--- config.mk ---
export PLATFORM = sky130hd
export DESIGN_NAME = eprom_prog_seq
export DESIGN_NICKNAME = d
export VERILOG_FILES = /design/src/rtl/eprom_prog_seq.sv
export SDC_FILE = /design/constraint.sdc
export NUM_CORES = 1
export LEC_CHECK = 0
export BUFFER_PORTS_ARGS = -buffer_cell sky130_fd_sc_hd__buf_2
export CORE_UTILIZATION = 56
export CTS_CLUSTER_DIAMETER = 60
export DETAILED_ROUTE_END_ITERATION = 8
export GPL_ROUTABILITY_DRIVEN = 0
export MAX_ROUTING_LAYER = met4
export PLACE_DENSITY = 0.87
export SLEW_MARGIN = 20
export SYNTH_ARGS = -nofsm -noshare
export SYNTH_HDL_FRONTEND = slang
export SYNTH_SLANG_ARGS = --single-unit
--- constraint.sdc ---
create_clock -name clk -period 4.12 [get_ports clk]
set_input_delay 1.236 -clock clk [delete_from_list [all_inputs] [get_ports clk]]
set_output_delay 1.236 -clock clk [all_outputs]
set_load 0.03 [all_outputs]
--- src/rtl/eprom_prog_seq.sv ---
module eprom_prog_seq #(
  parameter int AW         = 19,
  parameter int DW         = 8,
  parameter int T_PWR      = 400,
  parameter int T_AS       = 400,
  parameter int T_PW       = 10000,
  parameter int T_DH       = 400,
  parameter int T_OES      = 400,
  parameter int T_RD       = 20,
  parameter int MAX_PULSES = 25
) (
  input  logic          clk,
  input  logic          rst_n,
  input  logic          start,
  input  logic [AW-1:0] start_addr,
  input  logic [AW-1:0] end_addr,
  input  logic          in_valid,
  input  logic [DW-1:0] in_data,
  output logic          in_ready,
  output logic [AW-1:0] mem_addr,
  output logic [DW-1:0] mem_wdata,
  output logic          mem_wdata_oe,
  input  logic [DW-1:0] mem_rdata,
  output logic          mem_ce_n,
  output logic          mem_oe_n,
  output logic          vpp_en,
  output logic [1:0]    vcc_sel,
  output logic          done,
  output logic          fail,
  output logic [AW-1:0] fail_addr,
  output logic [1:0]    fail_phase
);
  localparam int TM1  = (T_PW > T_PWR) ? T_PW : T_PWR;
  localparam int TM2  = (TM1 > T_AS) ? TM1 : T_AS;
  localparam int TM3  = (TM2 > T_DH) ? TM2 : T_DH;
  localparam int TM4  = (TM3 > T_OES) ? TM3 : T_OES;
  localparam int TMAX = (TM4 > T_RD) ? TM4 : T_RD;
  localparam int TW   = $clog2(TMAX + 1);
  localparam int PCW  = $clog2(MAX_PULSES + 1);

  typedef enum logic [3:0] {
    S_IDLE, S_PWR, S_FETCH, S_PRE, S_SETUP, S_PULSE, S_HOLD, S_RECOV,
    S_VER, S_FPWR, S_FFETCH, S_FRD, S_DONE, S_FAIL
  } st_t;

  st_t            st;
  logic [TW-1:0]  tmr;
  logic [PCW-1:0] npulse;
  logic [AW-1:0]  addr, first, last;
  logic [DW-1:0]  dq;
  logic           lo_pass;
  logic [AW-1:0]  fa_q;
  logic [1:0]     fp_q;

  wire tdone    = (tmr == '0);
  wire at_end   = (addr == last);
  wire rd_match = (mem_rdata == dq);
  wire blocked  = |(dq & ~mem_rdata);
  wire prog_ph  = (st == S_PWR) || (st == S_FETCH) || (st == S_PRE) || (st == S_SETUP) ||
                  (st == S_PULSE) || (st == S_HOLD) || (st == S_RECOV) || (st == S_VER);
  wire final_ph = (st == S_FPWR) || (st == S_FFETCH) || (st == S_FRD);
  wire reading  = (st == S_PRE) || (st == S_VER) || (st == S_FRD);

  assign in_ready     = (st == S_FETCH) || (st == S_FFETCH);
  assign mem_addr     = addr;
  assign mem_wdata    = dq;
  assign mem_wdata_oe = (st == S_SETUP) || (st == S_PULSE) || (st == S_HOLD);
  assign mem_ce_n     = !(reading || st == S_PULSE);
  assign mem_oe_n     = !reading;
  assign vpp_en       = prog_ph;
  assign vcc_sel      = prog_ph ? 2'b01 : final_ph ? {1'b1, lo_pass} : 2'b00;
  assign done         = (st == S_DONE);
  assign fail         = (st == S_FAIL);
  assign fail_addr    = fa_q;
  assign fail_phase   = fp_q;

  always_ff @(posedge clk or negedge rst_n) begin
    if (!rst_n) begin
      st      <= S_IDLE;
      tmr     <= '0;
      npulse  <= '0;
      addr    <= '0;
      first   <= '0;
      last    <= '0;
      dq      <= '1;
      lo_pass <= 1'b0;
      fa_q    <= '0;
      fp_q    <= 2'b00;
    end else begin
      case (st)
        S_IDLE, S_DONE, S_FAIL: if (start) begin
          addr    <= start_addr;
          first   <= start_addr;
          last    <= end_addr;
          lo_pass <= 1'b0;
          fa_q    <= '0;
          fp_q    <= 2'b00;
          tmr     <= TW'(T_PWR - 1);
          st      <= S_PWR;
        end
        S_PWR: if (tdone) st <= S_FETCH; else tmr <= tmr - 1'b1;
        S_FETCH: if (in_valid) begin
          dq     <= in_data;
          npulse <= '0;
          tmr    <= TW'(T_RD - 1);
          st     <= S_PRE;
        end
        S_PRE, S_VER: if (!tdone) tmr <= tmr - 1'b1;
          else if (st == S_PRE && blocked) begin
            fa_q <= addr;
            fp_q <= 2'b00;
            st   <= S_FAIL;
          end else if (rd_match) begin
            if (at_end) begin
              addr <= first;
              tmr  <= TW'(T_PWR - 1);
              st   <= S_FPWR;
            end else begin
              addr <= addr + 1'b1;
              st   <= S_FETCH;
            end
          end else if (npulse == PCW'(MAX_PULSES)) begin
            fa_q <= addr;
            fp_q <= 2'b01;
            st   <= S_FAIL;
          end else begin
            tmr <= TW'(T_AS - 1);
            st  <= S_SETUP;
          end
        S_SETUP: if (tdone) begin
          npulse <= npulse + 1'b1;
          tmr    <= TW'(T_PW - 1);
          st     <= S_PULSE;
        end else tmr <= tmr - 1'b1;
        S_PULSE: if (tdone) begin
          tmr <= TW'(T_DH - 1);
          st  <= S_HOLD;
        end else tmr <= tmr - 1'b1;
        S_HOLD: if (tdone) begin
          tmr <= TW'(T_OES - 1);
          st  <= S_RECOV;
        end else tmr <= tmr - 1'b1;
        S_RECOV: if (tdone) begin
          tmr <= TW'(T_RD - 1);
          st  <= S_VER;
        end else tmr <= tmr - 1'b1;
        S_FPWR: if (tdone) st <= S_FFETCH; else tmr <= tmr - 1'b1;
        S_FFETCH: if (in_valid) begin
          dq  <= in_data;
          tmr <= TW'(T_RD - 1);
          st  <= S_FRD;
        end
        S_FRD: if (!tdone) tmr <= tmr - 1'b1;
          else if (!rd_match) begin
            fa_q <= addr;
            fp_q <= {1'b1, lo_pass};
            st   <= S_FAIL;
          end else if (!at_end) begin
            addr <= addr + 1'b1;
            st   <= S_FFETCH;
          end else if (lo_pass) begin
            st <= S_DONE;
          end else begin
            lo_pass <= 1'b1;
            addr    <= first;
            tmr     <= TW'(T_PWR - 1);
            st      <= S_FPWR;
          end
        default: st <= S_IDLE;
      endcase
    end
  end
endmodule


## After elaboration in Yosys (flattened, before gate mapping)

Cells that the tools add are included.

| storage, ports and cells | value |
|---|---|
| bits in registers | 110 |
| input bits | 58 |
| word-level logic and storage cells | 167 |

| operators by class | value |
|---|---|
| $add $sub $neg | 3 |
| equality and inequality tests | 43 |
| mux-type cells | 71 |
| bitwise gates (word level) | 2 |
| reduce and logical (&&, ||, !) cells | 38 |

Operators with widths:

| kind | count |
|---|---|
| two-way mux 19 bit | 16 |
| two-way mux 14 bit | 15 |
| one-hot mux 19 bit (3 select lines) | 2 |
| one-hot mux 14 bit (8 select lines) | 1 |
| two-way mux 4 bit | 15 |
| one-hot mux 4 bit (11 select lines) | 1 |
| inequality test 2 bit (second input constant) | 17 |
| equality test 4 bit (second input constant) | 6 |
| inequality test 3 bit (second input constant) | 7 |
| adder 19 x 1 -> 19 bit (second input constant) | 1 |
| equality test 19 bit | 1 |
| two-way mux 2 bit | 9 |
| equality test 4 x 3 -> 1 bit (second input constant) | 4 |
| logical OR 1 bit | 15 |
| zero test 14 bit | 1 |
| subtractor 14 x 1 -> 14 bit (second input constant) | 1 |
| AND reduction 11 bit | 1 |
| two-way mux 5 bit | 2 |
| one-hot mux 5 bit (2 select lines) | 1 |
| AND reduction 10 bit | 1 |
| two-way mux 3 bit | 3 |
| bitwise AND 8 bit | 1 |
| equality test 4 x 2 -> 1 bit (second input constant) | 2 |
| equality test 8 bit | 1 |
| 23 further kinds | 33 |

## Longest topological paths before layout

Gate-level depths: netlist of the first run.

| logic depth | value |
|---|---|
| word-level depth | 9 |
| mapped depth | 12 |
| depth with buffers taken out | 9 |

## Worst setup path after synthesis of the first run

No wires, ideal clock.

| timing | value |
|---|---|
| path type | in2reg |
| from | input mem_rdata[1] |
| to | register tmr[1] |
| arrival time | 3.163 ns |
| data required time | 3.995 ns |
| slack | 0.832 ns |
| stages on the path | 10 |
| path buffers | 2 |
| cells stage by stage | inv_1 > ha_1 > nand4_1 > or2_2 > clkbuf_1 > nand2_1 > a21oi_1 > o31ai_1 > buf_2 > mux2_2 |

| between the ends | value |
|---|---|
| word-level cells in the longest chain between the ends | 6 |
| elaborated cells on any way between the ends | 14 |
| those cells by class | 5 x eq/ne; 4 x mux; 2 x bitwise; 3 x reduce/logical |

RTL lines:

| what | line | text |
|---|---|---|
| start: declaration | 23 | `input logic [DW-1:0] mem_rdata,` |
| inverter 8 bit | 58 | `wire blocked = \|(dq & ~mem_rdata);` |
| bitwise AND 8 bit | 58 |  |
| OR reduction 8 bit | 58 |  |
| logical AND 1 bit | 109 | `else if (st == S_PRE && blocked) begin` |
| inequality test 3 bit (no line) | n/a |  |
| AND reduction 10 bit (no line) | n/a |  |
| end signal: assignment | 105 | `tmr <= TW'(T_RD - 1);` |
| end signal: assignment | 108 | `S_PRE, S_VER: if (!tdone) tmr <= tmr - 1'b1;` |
| end signal: assignment | 116 | `tmr <= TW'(T_PWR - 1);` |
| end: declaration | 47 | `logic [TW-1:0] tmr;` |

Several ways; a longest one is shown, not always the timed one. The select of a mux whose other input is x is not followed.
A chain may end at the register's enable or synchronous reset.

## Worst setup path after layout of the first run

| timing | value |
|---|---|
| from | register tmr[0] |
| to | register addr[5], in the netlist mem_addr[5] |

| between the ends | value |
|---|---|
| word-level cells in the longest chain between the ends | 3 |
| elaborated cells on any way between the ends | 4 |
| those cells by class | 2 x eq/ne; 2 x reduce/logical |

RTL lines:

| what | line | text |
|---|---|---|
| start signal: assignment | 98 | `tmr <= TW'(T_PWR - 1);` |
| start signal: assignment | 105 |  |
| start signal: assignment | 108 |  |
| zero test 14 bit * | 55 | `wire tdone = (tmr == '0);` |
| inequality test 2 bit (no line) | n/a |  |
| AND reduction 8 bit (no line) * | n/a |  |
| end signal: assignment | 92 | `addr <= start_addr;` |
| end signal: assignment | 115 | `addr <= first;` |
| end signal: assignment | 119 | `addr <= addr + 1'b1;` |
| end: declaration | 49 | `logic [AW-1:0] addr, first, last;` |

Mark *: on every way between the ends. The rest lies on a longest branch, timed or not.

==> results of run 1 <==
-- cell type report --
type	count	area, um^2	area share, %
diodes	1	2.50	0.0354
repair buffers	123	653	9.24
inverters	18	67.6	0.956
well taps	140	175	2.48
clock buffers	9	124	1.75
flip-flops and latches	110	2760	39.1
multi-input cells	494	3190	45.1
clock inverters	7	96.3	1.36
-- worst max-delay path: cells and delay by family, from the launching register on --
kind | cells | cell delay, ns
AOI/OAI and AO/OA | 3 | 0.93
adders and majority gates | 1 | 0.22
DFF | 1 | 0.42
buffers and inverters | 2 | 0.38
and+or+nand+nor | 4 | 1.64
-- worst min-delay path by stage --
stage | cells past startpoint | from | to
final | 2 | fail_addr[0] | fail_addr[0]
after CTS | 2 | fail_addr[9] | fail_addr[9]
after global routing | 2 | fail_addr[9] | fail_addr[9]
after floorplan | 2 | tmr[13] | tmr[13]
after global placement | 2 | fail_addr[16] | fail_addr[16]
after detailed placement | 2 | fail_addr[0] | fail_addr[0]
-- metal layers --
metal  global-route usage, %  vias to the layer above
li1                        -                     2539
met1                    35.4                     2662
met2                    50.0                      254
met3                    5.99                       37
met4                    11.8                        0
met5                       -                        -
-- sequential cells by signal, summed over array words and instances, names as in the netlist --
signal,flops
npulse,5
mem_addr,19
first,19
tmr,14
st,4
fail_phase,2
fail_addr,19
lo_pass,1
mem_wdata,8
last,19
-- where the power goes --
group	leakage, nW	total (mW)	switching [mW]	internal (mW)
logic	1.79	0.0650	0.0393	0.0257
registers	1.37	1.08	0.0000680	1.08
clock network	0.109	0.721	0.420	0.301
total	3.27	1.87	0.459	1.41
-- cell families after synthesis --
family	count (synthesis)	share of synthesized area, %
DFF	110	44.5
AOI/OAI and AO/OA	149	15.3
xor gates and xnor gates	43	6.07
muxes	55	9.90
buffers and inverters	67	4.44
adders and majority gates	12	2.42
and+or+nand+nor	235	17.3
-- placed cells by master, fill, tap and decap left out, drive strengths merged, types with 8 or more instances in the layout --
cell type,n
xnor2,31
nand3,12
xor2,12
a21oi,21
nor2,57
clkbuf,9
o211ai,18
a31oi,22
o21ai,50
inv,21
nand2,104
buf,123
nand4,16
nor3,10
mux2,51
ha,12
dfstp,8
dfrtp,102
-- per-stage QoR --
stage               instance area, um^2  setup slack [ns]  total power [mW]
finish                             7070             0.456              1.87
global route                       7070             0.294              1.92
CTS                                7070             0.509              1.88
detailed placement                 6850             0.465              1.17
global placement                   6850             0.625              1.16
floorplan                          6200             0.832              1.11
==> results.cfg, run 1 <==
[outcome]
status = finished clean

[route]
met1_length_um = 6330
wl_met2_um = 8030
ant_nets = 0
dr_wl_met3_um = 1070
top_layer = met4
drt-vias-per-instance = 6.09
route.detailed.drc = 0
wl_per_cell_um = 17.6
vias = 5492
wl_um = 15800
first_pass_iters = 5
drt_iter0_drc = 410

[timing]
max_freq_mhz = 273
max_slew_margin_pct = 30.8
setup_viol = 0
slew_viol_final = 0
rsz0062_at_grt = false
finalClockSkew_ns = 0.0128
finalCriticalPeriod_ns = 3.66
hold_violations = 0
fin_crit_sh_pct = 88.9
totalNegativeSetupSlack_ns = 0
tightestPinTransition_ns = 1.01
timing.hold.ws_ns = 0.490

[grt]
antenna_found_initial = 1
grt_pass1_wl_um = 26100
grt_pass1_vias = 5426
grt_max_degree = 64
grt.overflow.total = 0
grt_use_total_pct = 29.8

[critical_path]
rr_endpoint = mem_addr[5]
endpoint = mem_addr[5]
r2r-start = tmr[0]
path_max_fanout = 23
slowest_delay_ns = 0.63
crit_type = reg -> reg
critical_path.startpoint = tmr[0]
crit_chain = inv_1, ha_1, or4b_1, or4_4, or3_1, o21ai_1, o2111a_2, buf_4, nor2_1, a31oi_1
cpMaxStageDelayCell = or4_4
startpoint_type = flop
critPathRequiredTime_ns = 4.44
critPathCaptureType = flop
arrival_ns = 3.98
ff2ff_setup_slack_ns = 0.46
r2r_cells = 10

[finish]
fillers = 870
layout.nets = 826
finalCoreUtilization_pct = 65.2
final-instance-count-excl-fill = 902
synthToLayoutAreaGrowth_pct = 13.9
final_layout_size_suffix_gt1_share_pct = 28.1

[floorplan]
row_count = 38
start_util_pct = 57.2
die_y_um = 107
die-area_um2 = 11500
num_io_pins = 115
die_w_um = 107
core_um2 = 10800

[yosys]
yosysWarnings = 0
synth_edf_count = 0
synth_common_cells = 104 x nand2_1, 102 x dfrtp_1, 57 x nor2_1
synthTopCellsByArea = dfrtp_1 41%, mux2_2 9.3%, nand2_1 6.3%
synthCells = 671
netlist_area_um2 = 6200
synthArstFlopShare_pct = 100
postSynthAreaPerCell_um2 = 9.25
ys_ff_latch = 110
yosysMostFrequentCell = nand2_1
synth_cell_type_count = 60
syn-num-nets = 741
yosysTopAreaCell = dfrtp_1
synth_top_area_share_pct = 41.1
ys_seq_area_share_pct = 44.5
ys.flop_type = dfrtp_1

[power_and_ir_drop]
pwr_density_cell_nw_per_um2 = 264
peakVddDrop_v = 0.000280
cellLeakagePower_nw = 3.27

[cts]
post_cts_buffers = 0
cts_tree = yes
cts_hold_buffers = 0
root_buffer = clkbuf_8
cts-resized-gates = 0
clock_latency_ns = 0.40
cts-buffers-inserted = 9
clock_sinks = 110
htreeDepth = 3
cts_buffer_depth = 2
path_clk_slew_ns = 0.12

[placed_design]
post-dp-hpwl_um = 11300
port_buffers = 114
dp_cells = 885

[run]
maxCapViolations = 0

[min_path]
hp-class = reg -> reg
No activity file was read; power rests on OpenSTA's default activity.
==> run 2, diff against run 1 <==
--- a/config.mk
+++ b/config.mk
@@ -12,7 +12,7 @@
 export GPL_ROUTABILITY_DRIVEN = 0
 export MAX_ROUTING_LAYER = met4
 export PLACE_DENSITY = 0.87
-export SLEW_MARGIN = 20
+export SLEW_MARGIN = 15
 export SYNTH_ARGS = -nofsm -noshare
 export SYNTH_HDL_FRONTEND = slang
 export SYNTH_SLANG_ARGS = --single-unit
==> constraint.sdc (replaced) <==
create_clock -name clk -period 4.2 [get_ports clk]
set_input_delay 1.26 -clock clk [delete_from_list [all_inputs] [get_ports clk]]
set_output_delay 1.26 -clock clk [all_outputs]
set_load 0.03 [all_outputs]
==> run 2 against run 1 <==
  * The flow now finishes with violations (DRC)
  * Sequential share of layout area is 0.25 points higher
  * Non-clock buffer count is 1 higher
  * Register-to-register slack better by 0.10 ns
  * Clock power is 16% lower
  * Global-route usage is 0.12 points lower
  * Hold slack better by 0.0087 ns
  * Worst setup slack better by 0.093 ns
  * First-iteration DRC count is 28% higher
  * Sequential power hardly changed
  * Total power is 7.2% lower
  * Flip-flop and latch count stayed put
  * Final cell count is 0.11% higher
==> results.cfg, run 2 (same netlist as run 1, synthesis figures left out) <==
[cts]
root_buffer = clkbuf_8
post_cts_buffers = 0
clock_latency_ns = 0.39
cts_buffer_depth = 2
htreeDepth = 3
path_clk_slew_ns = 0.10
clock_sinks = 110
cts_tree = yes
cts-buffers-inserted = 9
cts_hold_buffers = 0
cts-resized-gates = 0

[route]
wl_per_cell_um = 17.5
vias = 5513
drt-vias-per-instance = 6.11
route.detailed.drc = 1
wl_um = 15800
first_pass_iters = 9
ant_nets = 0
drt_iter0_drc = 524

[finish]
finalCoreUtilization_pct = 64.8
final_layout_size_suffix_gt1_share_pct = 28.1
mostFrequentLayoutCells = 113 x buf_2, 104 x nand2_1, 102 x dfrtp_1
fillers = 849
final_common_cell = buf_2
layout.nets = 827
final-instance-count-excl-fill = 903
synthToLayoutAreaGrowth_pct = 13.2

[critical_path]
crit_chain = or3b_2, a21oi_4, inv_1, buf_4, buf_2
arrival_ns = 2.39
endpoint = mem_oe_n
startpoint_type = flop
crit_type = reg -> out
critical_path.startpoint = st[3]
r2r_cells = 10
critPathCaptureType = primary output
critPathRequiredTime_ns = 2.94
path_max_fanout = 22
r2r-start = tmr[0]
rr_endpoint = mem_addr[16]
cpMaxStageDelayCell = dfrtp_1
ff2ff_setup_slack_ns = 0.56
slowest_delay_ns = 0.78

[grt]
grt_pass1_vias = 5541
grt_max_degree = 62
grt_use_total_pct = 29.7
grt_pass1_wl_um = 25900
antenna_found_initial = 1
grt.overflow.total = 0

[timing]
timing.hold.ws_ns = 0.499
rsz0062_at_grt = false
slew_viol_final = 0
totalNegativeSetupSlack_ns = 0
hold_violations = 0
tightestPinTransition_ns = 0.935
max_slew_margin_pct = 36.0
finalCriticalPeriod_ns = 3.65
max_freq_mhz = 274
setup_viol = 0
finalClockSkew_ns = 0.0155
fin_crit_sh_pct = 86.9

[power_and_ir_drop]
swShare_pct = 23.6
peakVddDrop_v = 0.000275
power_mw = 1.73
power_frac_comb_pct = 3.6
pwr_density_cell_nw_per_um2 = 246
clkPwrFrac_pct = 35.2
p_seq_share_pct = 61.2
cellLeakagePower_nw = 3.25
p_switching_uw = 409
internal-power_mw = 1.32

[placed_design]
port_buffers = 114
dp_cells = 886
post-dp-hpwl_um = 11300

[floorplan]
num_io_pins = 115
die_w_um = 107
die-area_um2 = 11500
core_um2 = 10800
start_util_pct = 57.2
row_count = 38
die_y_um = 107

[min_path]
hp-class = reg -> reg

[outcome]
violations = DRC
status = complete, but fails checks

[run]
maxCapViolations = 0
run 2: changes by cell type in the layout (fill, tap and decap cells not counted), sizes merged:
cell	previous run	this run
bufinv	1	0
buf	123	124
clkbuf	9	11
clkinv	2	3
clkinvlp	1	0
inv	21	20
run 2: worst max-delay path, delay by kind of cell (launching register included):
kind	cells	cell delay, ns
buffers and inverters	3	0.48
DFF	1	0.78
and+or+nand+nor	1	0.55
AOI/OAI and AO/OA	1	0.18
run 2: metrics by stage:
step / area (um^2) / setup WS, ns
finish: 7020 / 0.550
global route: 7020 / 0.395
CTS: 7020 / 0.570
detailed placement: 6840 / 0.584
global placement: 6840 / 0.686
floorplan: 6200 / 0.888
run 2: power groups by stage:
stage               Sequential [mW]  Combinational [mW]  Clock, mW
floorplan                      1.08             0.00863          0
global placement               1.08              0.0606          0
detailed placement             1.08              0.0634          0
CTS                            1.06              0.0638      0.627
global route                   1.06              0.0710      0.664
finish                         1.06              0.0625      0.609
run 2: worst min path at each step:
| stage | start | to | slack (ns) | cells after the start |
|---|---|---|---|---|
| 4_1_cts | fail_addr[7] | fail_addr[7] | 0.50 | 2 |
| 5_1_grt | first[5] | first[5] | 0.53 | 1 |
| 3_5_place_dp | fail_addr[7] | fail_addr[7] | 0.47 | 2 |
| 3_3_place_gp | fail_addr[16] | fail_addr[16] | 0.46 | 2 |
| 2_1_floorplan | tmr[13] | tmr[13] | 0.46 | 2 |
| 6_report | fail_addr[9] | fail_addr[9] | 0.50 | 2 |
run 2: layer usage:
metal  track usage (%)  wire length (um)
met1              34.8              6220
met2              49.1              7990
met3              6.36              1050
met4              13.8               536
met5                 -                 0
run 2: area by class of cell:
| type | count | area [um^2] | share of cell area [%] |
|---|---|---|---|
| clock buffer | 11 | 141 | 2.01 |
| inverter | 18 | 67.6 | 0.962 |
| timing repair buffer | 124 | 648 | 9.23 |
| multi-input combinational | 494 | 3190 | 45.4 |
| sequential | 110 | 2760 | 39.3 |
| tap | 140 | 175 | 2.49 |
| antenna | 1 | 2.50 | 0.0356 |
| clock inverter | 5 | 38.8 | 0.552 |
==> run 3, diff against run 2 <==
--- a/config.mk
+++ b/config.mk
@@ -6,12 +6,15 @@
 export NUM_CORES = 1
 export LEC_CHECK = 0
 export BUFFER_PORTS_ARGS = -buffer_cell sky130_fd_sc_hd__buf_2
-export CORE_UTILIZATION = 56
+export CELL_PAD_IN_SITES_DETAIL_PLACEMENT = 1
+export CELL_PAD_IN_SITES_GLOBAL_PLACEMENT = 1
+export CORE_UTILIZATION = 30
 export CTS_CLUSTER_DIAMETER = 60
+export CTS_CLUSTER_SIZE = 40
 export DETAILED_ROUTE_END_ITERATION = 8
 export GPL_ROUTABILITY_DRIVEN = 0
 export MAX_ROUTING_LAYER = met4
-export PLACE_DENSITY = 0.87
+export PLACE_DENSITY = 0.67
 export SLEW_MARGIN = 15
 export SYNTH_ARGS = -nofsm -noshare
 export SYNTH_HDL_FRONTEND = slang
==> run 3 against run 2 <==
  * The run now ends clean
  * Critical endpoint is now mem_addr[16]
  * Critical path depth increased by 5
  * Sequential power about the same
  * Clock skew decreased by 0.0073 ns
  * Design area increased by 5.0%
==> results.cfg, run 3 (same netlist as run 1, synthesis figures left out) <==
[cts]
clock_latency_ns = 0.36
path_clk_slew_ns = 0.08
cts-buffers-inserted = 9
htreeDepth = 3
post_cts_buffers = 0
cts_hold_buffers = 0
cts_tree = yes
cts_buffer_depth = 2
cts-resized-gates = 0
root_buffer = clkbuf_16
clock_sinks = 110

[floorplan]
die_y_um = 146
row_count = 52
die_w_um = 146
num_io_pins = 115
core_um2 = 20200
die-area_um2 = 21300
start_util_pct = 30.7

[route]
drt-vias-per-instance = 5.14
route.detailed.drc = 0
first_pass_iters = 4
wl_per_cell_um = 17.8
ant_nets = 0
vias = 5338
drt_iter0_drc = 284
wl_um = 18500

[timing]
finalClockSkew_ns = 0.00826
rsz0062_at_grt = false
max_freq_mhz = 274
fin_crit_sh_pct = 86.9
max_slew_margin_pct = 47.1
tightestPinTransition_ns = 0.793
slew_viol_final = 0
totalNegativeSetupSlack_ns = 0
finalCriticalPeriod_ns = 3.65
hold_violations = 0
timing.hold.ws_ns = 0.481
setup_viol = 0

[critical_path]
critPathCaptureType = flop
ff2ff_setup_slack_ns = 0.55
critPathRequiredTime_ns = 4.48
crit_type = reg -> reg
slowest_delay_ns = 0.65
path_max_fanout = 29
arrival_ns = 3.93
startpoint_type = flop
crit_chain = inv_1, ha_1, or4b_1, or4_4, or3_1, o21ai_1, o2111a_2, buf_4, nor2_1, a31oi_1
cpMaxStageDelayCell = o2111a_2

[finish]
layout.nets = 834
diodes = 0
finalCoreUtilization_pct = 36.4
final_layout_size_suffix_gt1_share_pct = 28.7
mostFrequentLayoutCells = 113 x buf_2, 104 x nand2_1, 102 x dfrtp_1
final_common_cell = buf_2
synthToLayoutAreaGrowth_pct = 18.9

[grt]
antenna_found_initial = 0
grt_max_degree = 60
grt.overflow.total = 0
grt_pass1_vias = 5434
grt_use_total_pct = 18.6
grt_pass1_wl_um = 30300

[power_and_ir_drop]
p_seq_share_pct = 52.1
cellLeakagePower_nw = 3.35
clkPwrFrac_pct = 44.7
power_frac_comb_pct = 3.1
swShare_pct = 23.2
peakVddDrop_v = 0.000184
pwr_density_cell_nw_per_um2 = 275
p_switching_uw = 472
internal-power_mw = 1.56

[run]
maxCapViolations = 0

[min_path]
hp-class = reg -> reg

[outcome]
status = finished clean

[placed_design]
port_buffers = 114
post-dp-hpwl_um = 13200
run 3: through the flow:
stage	instances	worst slack, ns	instance area (um^2)	power [mW]
floorplan	671	0.888	6200	1.09
global placement	1023	0.537	7070	1.15
detailed placement	1023	0.427	7070	1.15
CTS	1039	0.567	7370	2.06
global route	1039	0.357	7370	2.11
finish	1039	0.550	7370	2.03
run 3: power groups by stage:
stage                     clock (mW)  sequential (mW)  combinational (mW)
after global routing           0.978             1.06              0.0739
after global placement             0             1.08              0.0660
after CTS                      0.937             1.06              0.0665
after detailed placement           0             1.08              0.0665
after floorplan                    0             1.08             0.00863
final                          0.908             1.06              0.0639
run 3: path summary, 6_finish.rpt:
check / startpoint / cells past startpoint / end
max in group asynchronous: rst_n / 2 / first[16]
hold reg to reg: fail_addr[0] / 2 / fail_addr[0]
min in group asynchronous: rst_n / 1 / st[0]
setup / recovery: tmr[0] / 10 / mem_addr[16]
hold / removal: fail_addr[0] / 2 / fail_addr[0]
setup reg to reg: tmr[0] / 10 / mem_addr[16]
run 3: area by class of cell:
type	instances	area (um^2)
repair buffers	131	713
multi-input cells	494	3190
clock inverters	6	77.6
flip-flops and latches	110	2760
fillers	2353	12900
well taps	270	338
inverters	18	67.6
clock buffers	10	229
run 3: worst max-delay path, delay by kind of cell, from the launching register on:
family | cells | cell delay (ns)
buffers and inverters | 2 | 0.35
flip-flops | 1 | 0.41
AND/OR/NAND/NOR | 4 | 1.62
AO/OA/AOI/OAI | 3 | 0.97
adder cells (fa/ha/maj) | 1 | 0.20
run 3: metal layers:
metal	GRT usage (%)	part of all wire, %	routed length [um]	vias to the layer above
met1	24.6	47	8730	2655
met2	29.0	46	8580	116
li1	-	-	-	2546
met5	-	0	0	-
met3	3.01	4.2	781	21
met4	6.32	2.0	373	0
